$ cat src/rtl/intr_pkg.sv
package intr_pkg;
  typedef enum logic [3:0] {
    S_IDLE,
    S_IACK,
    S_PUSH_F,
    S_PUSH_CS,
    S_PUSH_IP,
    S_RD_IP,
    S_RD_CS,
    S_POP_IP,
    S_POP_CS,
    S_POP_F,
    S_DONE
  } seq_state_e;

  // Grant vector positions, lowest index wins
  localparam int GNT_SW  = 0;
  localparam int GNT_RET = 1;
  localparam int GNT_NMI = 2;
  localparam int GNT_IRQ = 3;
  localparam int GNT_N   = 4;
endpackage

$ cat src/rtl/intr_arbiter.sv
module intr_arbiter
  import intr_pkg::*;
#(
  parameter int IF_BIT = 9,
  parameter int DATA_W = 16
) (
  input  logic              clk,
  input  logic              rst_n,
  input  logic              idle,
  input  logic              sw_req,
  input  logic              ret_req,
  input  logic              nmi_in,
  input  logic              irq_lvl,
  input  logic [DATA_W-1:0] cur_flags,
  output logic [GNT_N-1:0]  grant
);
  logic nmi_q, nmi_d;
  logic pend_q, pend_d;
  logic nmi_rise;
  logic [GNT_N-1:0] req;

  assign nmi_rise = nmi_in & ~nmi_q;

  always_comb begin
    req          = '0;
    req[GNT_SW]  = sw_req;
    req[GNT_RET] = ret_req;
    req[GNT_NMI] = pend_q;
    req[GNT_IRQ] = irq_lvl & cur_flags[IF_BIT];
    req          = req & {GNT_N{idle}};
    grant        = req & (~req + GNT_N'(1));
  end

  always_comb begin
    nmi_d  = nmi_in;
    pend_d = nmi_rise | (pend_q & ~grant[GNT_NMI]);
  end

  always_ff @(posedge clk or negedge rst_n) begin
    if (!rst_n) begin
      nmi_q  <= 1'b0;
      pend_q <= 1'b0;
    end else begin
      nmi_q  <= nmi_d;
      pend_q <= pend_d;
    end
  end

  // a single source is granted at a time
  assert_single_grant_R4: assert property (@(posedge clk) disable iff (!rst_n)
    $onehot0(grant));

  // an edge seen while busy stays latched
  assert_nmi_latched_R2: assert property (@(posedge clk) disable iff (!rst_n)
    (nmi_rise && !idle) |=> pend_q);
endmodule

$ cat src/rtl/intr_addr_gen.sv
module intr_addr_gen
  import intr_pkg::*;
#(
  parameter int DATA_W    = 16,
  parameter int VEC_W     = 8,
  parameter int ADDR_W    = 20,
  parameter int SEG_SHIFT = 4
) (
  input  seq_state_e        state,
  input  logic [DATA_W-1:0] ss,
  input  logic [DATA_W-1:0] sp,
  input  logic [VEC_W-1:0]  vec,
  output logic [ADDR_W-1:0] addr
);
  localparam logic [DATA_W-1:0] STEP = DATA_W'(2);

  logic [DATA_W-1:0] seg, off, vbase;

  assign vbase = DATA_W'({vec, 2'b00});

  always_comb begin
    seg = '0;
    off = '0;
    unique case (state)
      S_PUSH_F, S_PUSH_CS, S_PUSH_IP: begin
        seg = ss;
        off = sp - STEP;
      end
      S_POP_IP, S_POP_CS, S_POP_F: begin
        seg = ss;
        off = sp;
      end
      S_RD_IP: off = vbase;
      S_RD_CS: off = vbase + STEP;
      default: begin
        seg = '0;
        off = '0;
      end
    endcase
    addr = ADDR_W'({seg, {SEG_SHIFT{1'b0}}}) + ADDR_W'(off);
  end
endmodule

$ cat src/rtl/intr_seq_fsm.sv
module intr_seq_fsm
  import intr_pkg::*;
#(
  parameter int DATA_W  = 16,
  parameter int VEC_W   = 8,
  parameter int IF_BIT  = 9,
  parameter int TF_BIT  = 8,
  parameter int NMI_VEC = 2
) (
  input  logic              clk,
  input  logic              rst_n,
  input  logic [GNT_N-1:0]  grant,
  input  logic [VEC_W-1:0]  sw_vec,
  input  logic [VEC_W-1:0]  irq_vec,
  input  logic [DATA_W-1:0] cur_flags,
  input  logic [DATA_W-1:0] cur_cs,
  input  logic [DATA_W-1:0] cur_ip,
  input  logic [DATA_W-1:0] cur_ss,
  input  logic [DATA_W-1:0] cur_sp,
  input  logic [DATA_W-1:0] mem_rdata,
  input  logic              mem_ack,
  output seq_state_e        state,
  output logic [DATA_W-1:0] ss_o,
  output logic [DATA_W-1:0] sp_o,
  output logic [VEC_W-1:0]  vec_o,
  output logic [DATA_W-1:0] flags_o,
  output logic [DATA_W-1:0] cs_o,
  output logic [DATA_W-1:0] ip_o,
  output logic              irq_ack,
  output logic              mem_req,
  output logic              mem_we,
  output logic [DATA_W-1:0] mem_wdata,
  output logic              busy,
  output logic              done
);
  localparam logic [DATA_W-1:0] STEP     = DATA_W'(2);
  localparam logic [DATA_W-1:0] CLR_MASK = (DATA_W'(1) << IF_BIT) | (DATA_W'(1) << TF_BIT);

  seq_state_e        state_q, state_d;
  logic [VEC_W-1:0]  vec_q, vec_d;
  logic [DATA_W-1:0] flags_q, flags_d, cs_q, cs_d, ip_q, ip_d;
  logic [DATA_W-1:0] sp_q, sp_d, ss_q, ss_d;
  logic              snap_en;

  assign snap_en = |grant;

  always_comb begin
    state_d   = state_q;
    vec_d     = vec_q;
    flags_d   = flags_q;
    cs_d      = cs_q;
    ip_d      = ip_q;
    sp_d      = sp_q;
    ss_d      = ss_q;
    irq_ack   = 1'b0;
    mem_req   = 1'b0;
    mem_we    = 1'b0;
    mem_wdata = '0;
    unique case (state_q)
      S_IDLE: begin
        if (snap_en) begin
          flags_d = cur_flags;
          cs_d    = cur_cs;
          ip_d    = cur_ip;
          sp_d    = cur_sp;
          ss_d    = cur_ss;
          if (grant[GNT_SW]) begin
            vec_d   = sw_vec;
            state_d = S_PUSH_F;
          end else if (grant[GNT_RET]) begin
            state_d = S_POP_IP;
          end else if (grant[GNT_NMI]) begin
            vec_d   = VEC_W'(NMI_VEC);
            state_d = S_PUSH_F;
          end else begin
            state_d = S_IACK;
          end
        end
      end
      S_IACK: begin
        irq_ack = 1'b1;
        vec_d   = irq_vec;
        state_d = S_PUSH_F;
      end
      S_PUSH_F: begin
        mem_req   = 1'b1;
        mem_we    = 1'b1;
        mem_wdata = flags_q;
        if (mem_ack) begin
          sp_d    = sp_q - STEP;
          flags_d = flags_q & ~CLR_MASK;
          state_d = S_PUSH_CS;
        end
      end
      S_PUSH_CS: begin
        mem_req   = 1'b1;
        mem_we    = 1'b1;
        mem_wdata = cs_q;
        if (mem_ack) begin
          sp_d    = sp_q - STEP;
          state_d = S_PUSH_IP;
        end
      end
      S_PUSH_IP: begin
        mem_req   = 1'b1;
        mem_we    = 1'b1;
        mem_wdata = ip_q;
        if (mem_ack) begin
          sp_d    = sp_q - STEP;
          state_d = S_RD_IP;
        end
      end
      S_RD_IP: begin
        mem_req = 1'b1;
        if (mem_ack) begin
          ip_d    = mem_rdata;
          state_d = S_RD_CS;
        end
      end
      S_RD_CS: begin
        mem_req = 1'b1;
        if (mem_ack) begin
          cs_d    = mem_rdata;
          state_d = S_DONE;
        end
      end
      S_POP_IP: begin
        mem_req = 1'b1;
        if (mem_ack) begin
          ip_d    = mem_rdata;
          sp_d    = sp_q + STEP;
          state_d = S_POP_CS;
        end
      end
      S_POP_CS: begin
        mem_req = 1'b1;
        if (mem_ack) begin
          cs_d    = mem_rdata;
          sp_d    = sp_q + STEP;
          state_d = S_POP_F;
        end
      end
      S_POP_F: begin
        mem_req = 1'b1;
        if (mem_ack) begin
          flags_d = mem_rdata;
          sp_d    = sp_q + STEP;
          state_d = S_DONE;
        end
      end
      S_DONE:  state_d = S_IDLE;
      default: state_d = S_IDLE;
    endcase
  end

  always_ff @(posedge clk or negedge rst_n) begin
    if (!rst_n) begin
      state_q <= S_IDLE;
      vec_q   <= '0;
      flags_q <= '0;
      cs_q    <= '0;
      ip_q    <= '0;
      sp_q    <= '0;
      ss_q    <= '0;
    end else begin
      state_q <= state_d;
      vec_q   <= vec_d;
      flags_q <= flags_d;
      cs_q    <= cs_d;
      ip_q    <= ip_d;
      sp_q    <= sp_d;
      ss_q    <= ss_d;
    end
  end

  assign state   = state_q;
  assign ss_o    = ss_q;
  assign sp_o    = sp_q;
  assign vec_o   = vec_q;
  assign flags_o = flags_q;
  assign cs_o    = cs_q;
  assign ip_o    = ip_q;
  assign busy    = (state_q != S_IDLE);
  assign done    = (state_q == S_DONE);

  // the acknowledge follows an acceptance made with interrupts enabled
  assert_ack_enabled_R1: assert property (@(posedge clk) disable iff (!rst_n)
    irq_ack |-> $past(cur_flags[IF_BIT]));

  // once FLAGS is pushed, IF and TF are already clear
  assert_flags_cleared_R6: assert property (@(posedge clk) disable iff (!rst_n)
    (state_q == S_PUSH_CS) |-> (!flags_q[IF_BIT] && !flags_q[TF_BIT]));

  // busy drops right after the completion pulse
  assert_busy_drop_R10: assert property (@(posedge clk) disable iff (!rst_n)
    done |=> !busy);

  // completion only follows a finished memory access
  assert_done_after_ack_R10: assert property (@(posedge clk) disable iff (!rst_n)
    done |-> $past(mem_ack));
endmodule

$ cat src/rtl/intr_sequencer.sv
module intr_sequencer
  import intr_pkg::*;
#(
  parameter int DATA_W    = 16,
  parameter int VEC_W     = 8,
  parameter int ADDR_W    = 20,
  parameter int SEG_SHIFT = 4,
  parameter int IF_BIT    = 9,
  parameter int TF_BIT    = 8,
  parameter int NMI_VEC   = 2
) (
  input  logic              clk,
  input  logic              rst_n,
  input  logic              irq_lvl,
  input  logic [VEC_W-1:0]  irq_vec,
  output logic              irq_ack,
  input  logic              nmi_in,
  input  logic              sw_req,
  input  logic [VEC_W-1:0]  sw_vec,
  input  logic              ret_req,
  input  logic [DATA_W-1:0] cur_flags,
  input  logic [DATA_W-1:0] cur_cs,
  input  logic [DATA_W-1:0] cur_ip,
  input  logic [DATA_W-1:0] cur_ss,
  input  logic [DATA_W-1:0] cur_sp,
  output logic [DATA_W-1:0] out_flags,
  output logic [DATA_W-1:0] out_cs,
  output logic [DATA_W-1:0] out_ip,
  output logic [DATA_W-1:0] out_sp,
  output logic              busy,
  output logic              done,
  output logic              mem_req,
  output logic              mem_we,
  output logic [ADDR_W-1:0] mem_addr,
  output logic [DATA_W-1:0] mem_wdata,
  input  logic [DATA_W-1:0] mem_rdata,
  input  logic              mem_ack
);
  logic [1:0]        rst_sync_q;
  logic              rst_s_n;
  logic [GNT_N-1:0]  grant;
  seq_state_e        state;
  logic [DATA_W-1:0] ss_w;
  logic [VEC_W-1:0]  vec_w;

  always_ff @(posedge clk or negedge rst_n) begin
    if (!rst_n) rst_sync_q <= 2'b00;
    else        rst_sync_q <= {rst_sync_q[0], 1'b1};
  end
  assign rst_s_n = rst_sync_q[1];

  intr_arbiter #(.IF_BIT(IF_BIT), .DATA_W(DATA_W)) u_arb (
    .clk       (clk),
    .rst_n     (rst_s_n),
    .idle      (state == S_IDLE),
    .sw_req    (sw_req),
    .ret_req   (ret_req),
    .nmi_in    (nmi_in),
    .irq_lvl   (irq_lvl),
    .cur_flags (cur_flags),
    .grant     (grant)
  );

  intr_seq_fsm #(
    .DATA_W(DATA_W), .VEC_W(VEC_W), .IF_BIT(IF_BIT),
    .TF_BIT(TF_BIT), .NMI_VEC(NMI_VEC)
  ) u_fsm (
    .clk       (clk),
    .rst_n     (rst_s_n),
    .grant     (grant),
    .sw_vec    (sw_vec),
    .irq_vec   (irq_vec),
    .cur_flags (cur_flags),
    .cur_cs    (cur_cs),
    .cur_ip    (cur_ip),
    .cur_ss    (cur_ss),
    .cur_sp    (cur_sp),
    .mem_rdata (mem_rdata),
    .mem_ack   (mem_ack),
    .state     (state),
    .ss_o      (ss_w),
    .sp_o      (out_sp),
    .vec_o     (vec_w),
    .flags_o   (out_flags),
    .cs_o      (out_cs),
    .ip_o      (out_ip),
    .irq_ack   (irq_ack),
    .mem_req   (mem_req),
    .mem_we    (mem_we),
    .mem_wdata (mem_wdata),
    .busy      (busy),
    .done      (done)
  );

  intr_addr_gen #(
    .DATA_W(DATA_W), .VEC_W(VEC_W), .ADDR_W(ADDR_W), .SEG_SHIFT(SEG_SHIFT)
  ) u_addr (
    .state (state),
    .ss    (ss_w),
    .sp    (out_sp),
    .vec   (vec_w),
    .addr  (mem_addr)
  );

  // a pending access holds its request, address and data
  assert_req_held_R11: assert property (@(posedge clk) disable iff (!rst_s_n)
    (mem_req && !mem_ack) |=> (mem_req && $stable(mem_addr) && $stable(mem_we)
                               && $stable(mem_wdata)));
endmodule

$ cat config.mk
export PLATFORM = sky130hd
export DESIGN_NAME = intr_sequencer
export DESIGN_NICKNAME = d
export VERILOG_FILES = /design/src/rtl/intr_pkg.sv /design/src/rtl/intr_arbiter.sv /design/src/rtl/intr_addr_gen.sv /design/src/rtl/intr_seq_fsm.sv /design/src/rtl/intr_sequencer.sv
export SDC_FILE = /design/constraint.sdc
export NUM_CORES = 1
export LEC_CHECK = 0
export ABC_AREA = 0
export BUFFER_PORTS_ARGS = -buffer_cell sky130_fd_sc_hd__buf_2
export CAP_MARGIN = 5
export CORE_MARGIN = 10
export CORE_UTILIZATION = 50
export CTS_CLUSTER_DIAMETER = 80
export DETAILED_ROUTE_END_ITERATION = 10
export GPL_TIMING_DRIVEN = 0
export HOLD_SLACK_MARGIN = 0.12
export PLACE_DENSITY = 0.82
export SLEW_MARGIN = 20
export SYNTH_ARGS = -nofsm -noshare
export SYNTH_HDL_FRONTEND = slang
export SYNTH_HIERARCHICAL = 1
export SYNTH_SLANG_ARGS = --single-unit
$ cat constraint.sdc
create_clock -name clk -period 5.05 [get_ports clk]
set_input_delay 1.01 -clock clk [delete_from_list [all_inputs] [get_ports clk]]
set_output_delay 1.01 -clock clk [all_outputs]
set_load 0.02 [all_outputs]
After elaboration in Yosys (flattened, before gate mapping)
Cells that the tools add are included.
{ "word_totals": {"out_inout_bits": 105, "reg_bits": 96, "input_bits": 119} }
{ "classes": {"muxes": 35, "addsub": 5, "n_eq_ne": 25, "n_bitwise": 10, "reduce_logical": 24} }
{ "ops": {"columns": ["op", "n"], "rows": [
  ["$pmux 16 s3", 3],
  ["$mux 16", 8],
  ["$pmux 16 s2", 2],
  ["$pmux 16 s4", 1],
  ["$mux 4", 10],
  ["$pmux 4 s9", 1],
  ["$mux 8", 4],
  ["$add 20x16->20", 1],
  ["$add 16x2->16 const B", 1],
  ["$eq 4x3->1 const B", 4],
  ["$pmux 8 s2", 1],
  ["$reduce_and 4->1", 4],
  ["$sub 16x2->16 const B", 1],
  ["$ne 2x2->1 const B", 7],
  ["$eq 4x4->1 const B", 3],
  ["$ne 2x1->1 const B", 6],
  ["$add 10x2->11 const B", 1],
  ["$mux 10", 1],
  ["$and 4x4->4", 2],
  ["$eq 4x2->1 const B", 2],
  ["$reduce_and 8->1", 1],
  ["$reduce_bool 2->1", 4],
  ["$reduce_or 8->1", 1],
  ["$ne 3x3->1 const B", 2],
  ["other kinds (17)", 28]
]} }

Longest topological paths before layout
Gate-level depths: netlist of the first run.
{ "depth": {"depth_word": 10, "depth_mapped": 14, "mapped_depth_nobuf": 13} }

By module
The synthesis of the first run kept the hierarchy.
{ "modules_own_cells": {"columns": ["mod", "seq_area_each_um2", "cells_each", "area_per_inst_um2", "instances"], "rows": [
  ["intr_seq_fsm", 2302.2, 649, 5507.8, 1],
  ["intr_addr_gen", 0.0, 178, 1246.2, 1],
  ["intr_arbiter", 50.0, 10, 110.1, 1],
  ["intr_sequencer", 50.0, 4, 66.3, 1]
]} }

Worst setup path after synthesis of the first run
No wires, ideal clock.
{ "synth_timing": {"kind": "register -> output", "from": "reg u_fsm.sp_q[4] (netlist: u_fsm/sp_o[4])", "to": "out mem_addr[19]", "arrival_ns": 3.731, "slack_ns": 0.309, "path_stages_with_launch": 12, "path_cell_list": "dfrtp_1 > or4_1 > or2_1 > nor3_1 > o21ai_0 > a221o_1 > ha_1 > nand2_1 > a2111oi_2 > nor4b_1 > or4_1 > a21boi_1"} }
{ "synth_via": {"elab_chain_cells": 3} }
{ "synth_rtl": {"columns": ["item", "line_no", "text"], "rows": [
  ["from (decl)", "intr_seq_fsm.sv:42", "logic [DATA_W-1:0] sp_q, sp_d, ss_q, ss_d;"],
  ["from (signal assigned)", "intr_seq_fsm.sv:171", "sp_q <= sp_d;"],
  ["$sub 16x2->16", "intr_addr_gen.sv:27", "off = sp - STEP;"],
  ["$pmux 16 s4 (*)", "intr_addr_gen.sv:24", "unique case (state)"],
  ["$add 20x16->20 (*)", "intr_addr_gen.sv:40", "addr = ADDR_W'({seg, {SEG_SHIFT{1'b0}}}) + ADDR_W'(off);"],
  ["to (decl)", "intr_sequencer.sv:34", "output logic [ADDR_W-1:0] mem_addr,"]
]} }
Mark *: on every way between the ends. The rest lies on a longest branch, timed or not.

Worst setup path in the final report of the first run
{ "layout_timing": {"from": "reg u_fsm.sp_q[1] (netlist: u_fsm/sp_o[1])", "to": "out mem_addr[19]"} }
Same word-level chain as after synthesis.

==> metrics.cfg, run 1 <==
[synth]
synthAdderAreaFrac_pct=2.82
seq_area_frac_synth_pct=34.7
synth_mux_area_share_pct=5.20
post_synth_num_cell_types=88
syn_nets=975
synth-simple-area-share_pct=25.8
synth_ff_type=dfrtp_1
synth_compound_area_share_pct=23.9
synth_top_family_by_area=simple AND/OR/NAND/NOR gates
asyncSetResetFlopFracSynth_pct=100
synth_top_area_share_pct=34.7
syn_inst=841
synth_seq_cells=96
synth_edf_count=0
yosys_warnings=6
synthTopCellsByArea=dfrtp_1, nand2_1, o21ai_0
syn_avg_cell_area_um2=8.24
synth.cell_area_mm2=0.00693
synth_top_area_cell=dfrtp_1
synthXorXnorAreaFrac_pct=1.90

[floorplanning]
initial_utilization_pct=51.7
die_y_um=138
core_region_area_mm2=0.0134
dieArea_mm2=0.0190
fp.dieW_um=138
io_pins=224
rows=42

[clocking]
root_buffer=clkbuf_16
htreeDepth=3
cts.sinks=96
cts_inserted_buffers=9
clkLatencyLatePin_ns=0.36
ctsLongestPathBuffers=2
clk_pin_slew_worst_paths_ns=0.07
cts_tree=yes

[final_layout]
multi_input_area_mm2=0.00429
fillers=1169
final_nets=1217
layout_commonest_cell=buf_2
final_core_util_pct=66.1
drive_above_1_share_pct=30.3
syn_to_final_growth_pct=27.8
fin_area_mm2=0.00885
final_cell_mix=buf_2, nand2_1, dfrtp_1
regArea_mm2=0.00241

[global_route]
grt_max_degree=58
grt_usage_pct=27.2
grt.overflow.total=0
grt_pass1_vias=7575
antenna_found_initial=1
grt_pass1_wl_um=40700

[worst_setup_path]
ff2ff_path_depth=13
path_class=register to output port
r2r_setup_slack_ns=1.56
required_ns=4.04
reg2reg_to=u_fsm/sp_o[15]
r2r-start=u_fsm/state[1]
worstSetupStartpointType=register
cp.arrival_ns=3.99
critPathMaxFanout=6
cp-end-kind=output port

[drt]
first_pass_iters=6
wl_per_cell_um=21.4
dr.first_iter.drc_count=965
routed_wirelength_um=27000
vias=7922
vias_per_cell=6.26
drc_errors=0
final_antenna_net_count=0

[timing]
period_share_pct=98.9
setup_viol=0
period_needed_ns=5.00
slew_headroom_pct=37.6
final_max_slew_viol_count=0
skew_ns=0.0143
grt_setup_unrepaired=yes
finalHoldViolCount=0
timing.fmax_mhz=200
tightest_slew_ns=0.929
finalSetupTns_ns=0

[pwr]
total_power_mw=7.35
leakagePower_nw=4.29
p_per_area_mw_per_mm2=830
ir_worst_vdd_v=0.000396

[placed_design]
dp_hpwl_um=20400
port_buffers=223
gp_congestion=0.981
placed_area_mm2=0.00830

[run_status]
status=completed

[job]
maxCapViolCount=0

[worst_hold_path]
hold_path_class=register to async pin

==> power by group <==
| group | total (mW) | switching (mW) | internal, mW |
|---|---|---|---|
| logic | 5.04 | 3.22 | 1.82 |
| registers | 1.57 | 0.422 | 1.15 |
| clock network | 0.739 | 0.340 | 0.399 |
==> how the worst max path moves through the flow <==
stage                               from           end  slack, ns  depth (start not counted)
after detailed placement  u_fsm/state[1]  mem_addr[18]       0.04                         14
after global routing       u_fsm/sp_o[3]  mem_addr[17]      -0.09                         12
after floorplan            u_fsm/sp_o[4]  mem_addr[19]       0.31                         11
after global placement    u_fsm/state[1]  mem_addr[18]       0.06                         14
after CTS                 u_fsm/state[3]  mem_addr[18]      0.005                         13
final                      u_fsm/sp_o[1]  mem_addr[19]       0.05                         15
==> Yosys cell counts, types with 6 or more instances <==
master / count
a21o_1: 8
a31oi_1: 17
mux2i_1: 36
nand2_1: 130
nor2_1: 57
a22oi_1: 21
o21ai_0: 77
nand3_1: 27
buf_2: 22
a21oi_1: 33
a222oi_1: 16
inv_1: 28
nor4_1: 7
a221o_1: 7
o22ai_1: 6
or4_1: 6
xnor2_1: 9
nor2b_1: 9
and3_1: 9
clkbuf_1: 30
ha_1: 14
dfrtp_1: 96
nor3_1: 15
xor2_1: 6
or3_1: 9
and2_1: 19
nor3b_1: 15
==> repair_timing <==
item,CTS,global route
hold buffers,0,0
buffers inserted,4,4
gates resized for setup,14,26
pin swaps,0,9
setup endpoints to repair,4,4
hold endpoints to repair,0,0
==> stage by stage <==
stage                     hold slack, ns  cells  setup WS (ns)
final                              0.325   1265         0.0547
after global routing               0.355   1264        -0.0914
after CTS                          0.348   1260        0.00480
after detailed placement           0.335   1241         0.0404
after global placement             0.335   1240         0.0634
after floorplan                    0.331    841          0.309
==> cell type report <==
cell class	count	area share, %
clock buffers	9	2.54
multi-input cells	655	48.5
repair buffers	232	13.6
flip-flops and latches	96	27.3
inverters	29	1.23
clock inverters	7	1.07
diodes	1	0.0283
well taps	176	2.49
plain buffers	60	3.22
==> sequential cells by signal, indices dropped and copies added (netlist names) <==
name and cells:
u_arb/nmi_q 1, u_fsm/state 4, u_fsm/ss_o 16, u_fsm/sp_o 16
u_fsm/ip_o 16, u_fsm/flags_o 16, u_arb/pend_q 1, u_fsm/vec_o 8
rst_sync_q 2, u_fsm/cs_o 16
==> worst max-delay path, stage by stage (launching register included) <==
cell      delay (ns)
dfrtp_2         0.45
inv_1           0.13
ha_4            0.16
or4b_4          0.46
buf_6           0.15
or3_4           0.38
nor2b_1         0.15
o21ai_1         0.12
o31ai_1         0.11
ha_1            0.30
a21o_1          0.19
a21o_1          0.21
nor4b_2         0.38
o31ai_1         0.14
a21boi_1        0.15
buf_4           0.15
==> routing by layer <==
metal	vias up	part of all wire, %	GRT usage (%)
li1	3574	-	-
met1	3721	37	32.7
met2	553	47	44.5
met3	74	12	7.98
met4	0	3.5	11.2
met5	-	0	0
==> logic make-up (layout without fill, tap and decap cells) <==
family / Yosys count / count (layout)
AOI/OAI and AO/OA: 242 / 242
buffers and inverters: 90 / 337
other: 1 / 2
muxes: 36 / 36
and+or+nand+nor: 346 / 346
DFF: 96 / 96
adders and majority gates: 15 / 15
xor gates and xnor gates: 15 / 15
(Power assumes the default switching activity.)
==> inputs of run 2 (changes only) <==
CORE_MARGIN = default   (was 10)
CTS_CLUSTER_SIZE = 25   (was default)
RECOVER_POWER = 50   (was default)
==> metrics.cfg, run 2 (synthesis results as in run 1) <==
[run_status]
status=finished, violations left
violations=capacitance limit, slew limit

[timing]
slew_headroom_pct=-60.0  ; -98 points
period_share_pct=99.3  ; +0.39 points
setup_viol=0  ; unchanged
skew_ns=0.00433  ; -0.00998 ns
period_needed_ns=5.02  ; +0.0199 ns
tightest_slew_ns=2.40  ; +1.47 ns
finalSetupTns_ns=0  ; unchanged
setup_slack_ns=0.0348  ; -0.0199 ns
grt_setup_unrepaired=yes
final_max_slew_viol_count=97  ; +97
finalHoldViolCount=0  ; unchanged
timing.fmax_mhz=199  ; -0.40%

[clocking]
cts.sinks=96  ; unchanged
cts_hold_buf=0  ; unchanged
htreeDepth=3  ; unchanged
ctsLongestPathBuffers=2  ; unchanged
clk_pin_slew_worst_paths_ns=0.06  ; about the same
clkLatencyLatePin_ns=0.35  ; about the same
root_buffer=clkbuf_16
cts_tree=yes
cts_inserted_buffers=9  ; unchanged

[placed_design]
port_buffers=223  ; unchanged
dp_hpwl_um=18300  ; -10%
placed_area_mm2=0.00830  ; unchanged
gp_congestion=0.998  ; +1.8%
dp_worst_setup_slack_ns=0.0718  ; +0.0314 ns

[final_layout]
multi_input_area_mm2=0.00429  ; -0.15%
layout_commonest_cell=buf_2
final_nets=1217  ; unchanged
final_cell_mix=buf_2, nand2_1, dfrtp_1
fillers=1205  ; +3.1%
antennaDiodeCount=0  ; -1
drive_above_1_share_pct=25.8  ; -4.6 points
final_core_util_pct=65.4  ; -0.63 points
fin_area_mm2=0.00877  ; -0.96%
syn_to_final_growth_pct=26.5
regArea_mm2=0.00241  ; -0.10%

[worst_hold_path]
whs_path_depth=0
hold_path_class=register to register
min_to=rst_sync_q[1]
hp-start=rst_sync_q[0]

[worst_setup_path]
reg2reg_to=u_fsm/state[1]
critPathMaxFanout=4  ; -2
crit_buf_inv=1  ; -2
crit_path_max_incr_delay_ns=0.58  ; +0.12 ns
r2r-start=rst_sync_q[1]
cp_top_family=simple AND/OR/NAND/NOR gates
required_ns=4.04  ; about the same
crit_chain=or4_4 > or2_4 > a21o_1 > a221o_1 > ha_4 > nand3_2 > a2111oi_4 > nor4b_2 > or4_1 > a21boi_1 > buf_4
path_class=register to output port
ff2ff_path_depth=1  ; -12
worstSetupStartpointType=register
critPathSlowestCell=or4_4
r2r_setup_slack_ns=0.77  ; -0.79 ns
cp-end-kind=output port
cp.arrival_ns=4.01  ; +0.02 ns

[drt]
vias_per_cell=6.19  ; -1.2%
wl_per_cell_um=19.5  ; -8.6%
drc_errors=0  ; unchanged
dr.first_iter.drc_count=718  ; -26%
vias=7818  ; -1.3%
final_antenna_net_count=0  ; unchanged
routed_wirelength_um=24700  ; -8.7%
first_pass_iters=7  ; +1

[global_route]
met1_usage_pct=43.0  ; +10 points
use_met3_pct=5.66  ; -2.3 points
grt_pass1_vias=7252  ; -4.3%
grt_usage_pct=34.2  ; +7.1 points
use_met2_pct=56.9  ; +12 points
grt_pass1_wl_um=37800  ; -7.2%
grt.overflow.total=0  ; unchanged
antenna_found_initial=1  ; unchanged
grt.busiest_layer=met2
grt_max_degree=53  ; -8.6%

[floorplanning]
fp.dieW_um=120  ; -13%
rows=42  ; unchanged
initial_utilization_pct=51.7  ; unchanged
core_region_area_mm2=0.0134  ; unchanged
dieArea_mm2=0.0143  ; -24%
die_y_um=120  ; -13%
io_pins=224  ; unchanged

[pwr]
total_power_mw=7.30  ; -0.75%
p_per_area_mw_per_mm2=832  ; +0.21%
ir_worst_vdd_v=0.000414  ; +4.7%
leakagePower_nw=4.12  ; -3.9%

[job]
maxCapViolCount=2  ; +2

run 2: cell count changes in the layout (fill, tap and decap cells not counted), moves of 2 or more:
cell	before	now
buf_2	243	194
clkbuf_1	27	77
clkinv_4	2	0
ha_1	9	7
ha_2	0	2
run 2: cell type report:
| cell class | instances | share of cell area (%) |
|---|---|---|
| sequential | 96 | 27.5 |
| inverter | 29 | 1.24 |
| clock buffer | 10 | 2.73 |
| timing repair buffer | 232 | 12.9 |
| buffer | 60 | 3.22 |
| multi-input combinational | 655 | 48.9 |
| clock inverter | 5 | 0.999 |
| tap | 176 | 2.51 |
run 2: power by group:
| group | internal, mW | switching, mW |
|---|---|---|
| clock | 0.450 | 0.306 |
| sequential | 1.15 | 0.424 |
| combinational | 1.78 | 3.19 |
run 2: worst max-delay path by stage:
stage	startpoint	endpoint	slack (ns)	cells past startpoint
global route	u_fsm/sp_o[1]	mem_addr[19]	-0.07	14
finish	u_fsm/sp_o[3]	mem_addr[19]	0.03	11
global placement	u_fsm/state[1]	mem_addr[18]	0.07	14
floorplan	u_fsm/sp_o[4]	mem_addr[19]	0.31	11
detailed placement	u_fsm/sp_o[4]	mem_addr[19]	0.07	12
CTS	u_fsm/sp_o[1]	mem_addr[19]	0.002	14
run 2: timing repair:
| item | CTS | global route |
|---|---|---|
| pin swaps | 1 | 8 |
| setup buffers | 2 | 6 |
| gates cloned | 0 | 0 |
| endpoints found under the setup margin | 4 | 5 |
| resized for setup | 20 | 18 |
run 2: per-layer routing:
layer | share of wire (%) | vias up
li1 | - | 3576
met1 | 39 | 3687
met2 | 48 | 475
met3 | 8.8 | 78
met4 | 4.2 | 2
met5 | 0.053 | -
run 2: stage by stage:
| stage | hold slack [ns] | cells |
|---|---|---|
| global placement | 0.333 | 1240 |
| floorplan | 0.331 | 841 |
| finish | 0.350 | 1263 |
| detailed placement | 0.336 | 1241 |
| global route | 0.357 | 1263 |
| CTS | 0.350 | 1257 |
==> inputs of run 3 (changes only) <==
BUFFER_PORTS_ARGS = -buffer_cell sky130_fd_sc_hd__buf_4   (was -buffer_cell sky130_fd_sc_hd__buf_2)
==> metrics.cfg, run 3 (synthesis results as in run 1) <==
[timing]
setup_viol=0  ; unchanged
setup_slack_ns=0.0135  ; -0.0213 ns
period_needed_ns=5.04  ; +0.0213 ns
timing.fmax_mhz=199  ; -0.42%
slew_headroom_pct=-77.2  ; -17 points
finalSetupTns_ns=0  ; unchanged
tightest_slew_ns=2.66  ; +0.259 ns
grt_setup_unrepaired=yes
final_max_slew_viol_count=97  ; unchanged
period_share_pct=99.7  ; +0.42 points
finalHoldViolCount=0  ; unchanged
skew_ns=0.00673  ; +0.00240 ns

[drt]
drc_errors=0  ; unchanged
vias=7876  ; +0.74%
final_antenna_net_count=0  ; unchanged
wl_per_cell_um=19.8  ; +1.3%
vias_per_cell=6.21  ; +0.34%
first_pass_iters=6  ; -1
routed_wirelength_um=25100  ; +1.7%
dr.first_iter.drc_count=789  ; +9.9%

[worst_setup_path]
required_ns=4.04  ; about the same
crit_chain=inv_1 > ha_2 > or4b_4 > buf_6 > or3_4 > nor2b_1 > o21ai_1 > o31ai_1 > ha_1 > nor3_2 > o2bb2ai_1 > a311oi_2 > o311a_1 > mux2i_1 > buf_4
crit_buf_inv=3  ; +2
crit_path_max_incr_delay_ns=0.47  ; -0.11 ns
reg2reg_to=u_fsm/state[3]
ff2ff_path_depth=1  ; unchanged
r2r-start=rst_sync_q[1]
r2r_setup_slack_ns=0.75  ; -0.02 ns
path_class=register to output port
cp-end-kind=output port
critPathSlowestCell=or4b_4
worstSetupStartpointType=register
cp_top_family=simple AND/OR/NAND/NOR gates
critPathMaxFanout=6  ; +2
cp.arrival_ns=4.03  ; +0.02 ns

[placed_design]
dp_hpwl_um=18600  ; +1.6%
dp_worst_setup_slack_ns=0.0868  ; +0.0150 ns
gp_congestion=0.988  ; -1.0%
port_buffers=223  ; unchanged
placedCellCount=1241  ; unchanged

[final_layout]
final_nets=1221  ; +0.33%
fillers=1178  ; -2.2%
regArea_mm2=0.00241  ; about the same
syn_to_final_growth_pct=32.4
multi_input_area_mm2=0.00426  ; -0.61%
fin_cells=1268  ; +0.40%
drive_above_1_share_pct=25.8  ; +0.065 points
antennaDiodeCount=0  ; unchanged
layout_commonest_cell=buf_4
final_core_util_pct=68.5  ; +3.0 points
final_cell_mix=buf_4, nand2_1, dfrtp_1

[run_status]
violations=capacitance limit, slew limit
status=finished, violations left

[pwr]
leakagePower_nw=4.26  ; +3.5%
p_per_area_mw_per_mm2=816  ; -1.9%
ir_worst_vdd_v=0.000506  ; +22%

[global_route]
grt_pass1_wl_um=38500  ; +1.8%
antenna_found_initial=0  ; -1
grt.overflow.total=0  ; unchanged
grt_max_degree=59  ; +11%
grt_usage_pct=34.8  ; +0.61 points
grt_pass1_vias=7322  ; +0.97%

[clocking]
cts_tree=yes
htreeDepth=3  ; unchanged
clkLatencyLatePin_ns=0.35  ; about the same
clk_pin_slew_worst_paths_ns=0.07  ; about the same
cts.sinks=96  ; unchanged
cts_inserted_buffers=9  ; unchanged
root_buffer=clkbuf_16
ctsLongestPathBuffers=2  ; unchanged

[floorplanning]
rows=42  ; unchanged
initial_utilization_pct=51.7  ; unchanged
io_pins=224  ; unchanged
core_region_area_mm2=0.0134  ; unchanged
die_y_um=120  ; unchanged
dieArea_mm2=0.0143  ; unchanged
fp.dieW_um=120  ; unchanged

[worst_hold_path]
whs_path_depth=0  ; unchanged
hp-start=rst_sync_q[0]
hold_path_class=register to register
min_to=rst_sync_q[1]

[job]
maxCapViolCount=2  ; unchanged

[run 3: cell count changes in the layout (fill, tap and decap cells not counted), sizes merged]
| cell | before | now |
|---|---|---|
| clkinv | 1 | 5 |
| buf | 213 | 216 |
| bufinv | 2 | 0 |
| clkbuf | 88 | 89 |
| clkinvlp | 1 | 0 |
[run 3: worst max-delay path by stage]
stage / start / to / slack [ns] / cells past startpoint
finish: u_fsm/sp_o[1] / mem_addr[18] / 0.01 / 15
global route: u_fsm/sp_o[1] / mem_addr[18] / -0.14 / 15
CTS: u_fsm/sp_o[1] / mem_addr[17] / 0.03 / 14
detailed placement: u_fsm/state[1] / mem_addr[18] / 0.09 / 14
global placement: u_fsm/state[1] / mem_addr[18] / 0.10 / 14
floorplan: u_fsm/sp_o[4] / mem_addr[19] / 0.31 / 11
[run 3: per-layer routing]
| metal | routed length (um) | GRT usage, % | share of wire [%] | up-vias |
|---|---|---|---|---|
| met5 | 0 | 0 | 0 | - |
| met4 | 936 | 16.9 | 3.7 | 0 |
| li1 | - | - | - | 3584 |
| met3 | 2310 | 6.08 | 9.2 | 70 |
| met1 | 9750 | 44.0 | 39 | 3704 |
| met2 | 12100 | 57.7 | 48 | 518 |
[run 3: layout make-up]
class / count / share of cell area, %
Inverter: 29 / 1.19
Multi-Input combinational cell: 655 / 46.5
Tap cell: 176 / 2.40
Sequential cell: 96 / 26.3
Timing Repair Buffer: 236 / 17.4
Clock buffer: 10 / 2.61
Clock inverter: 6 / 0.573
Buffer: 60 / 3.08
[run 3: timing repair]
action	in CTS	in global routing
pin swaps	1	5
setup buffers	7	5
gates resized for setup	15	15
endpoints found under the setup margin	4	5
hold buffers	0	0
[run 3: report_power, final]
part	switching (mW)	total (mW)	internal, mW	leakage [nW]
Combinational	3.21	5.24	2.03	2.96
Sequential	0.430	1.58	1.15	1.15
Clock	0.320	0.675	0.355	0.146
Total	3.96	7.49	3.53	4.26
[run 3: per-stage QoR]
stage                     power (mW)  hold WS (ns)  area, um^2
after CTS                       7.45         0.338        9280
after detailed placement        6.60         0.333        8860
after global routing            7.96         0.356        9170
after floorplan                 4.71         0.331        6930
final                           7.49         0.350        9170
after global placement          6.49         0.333        8820
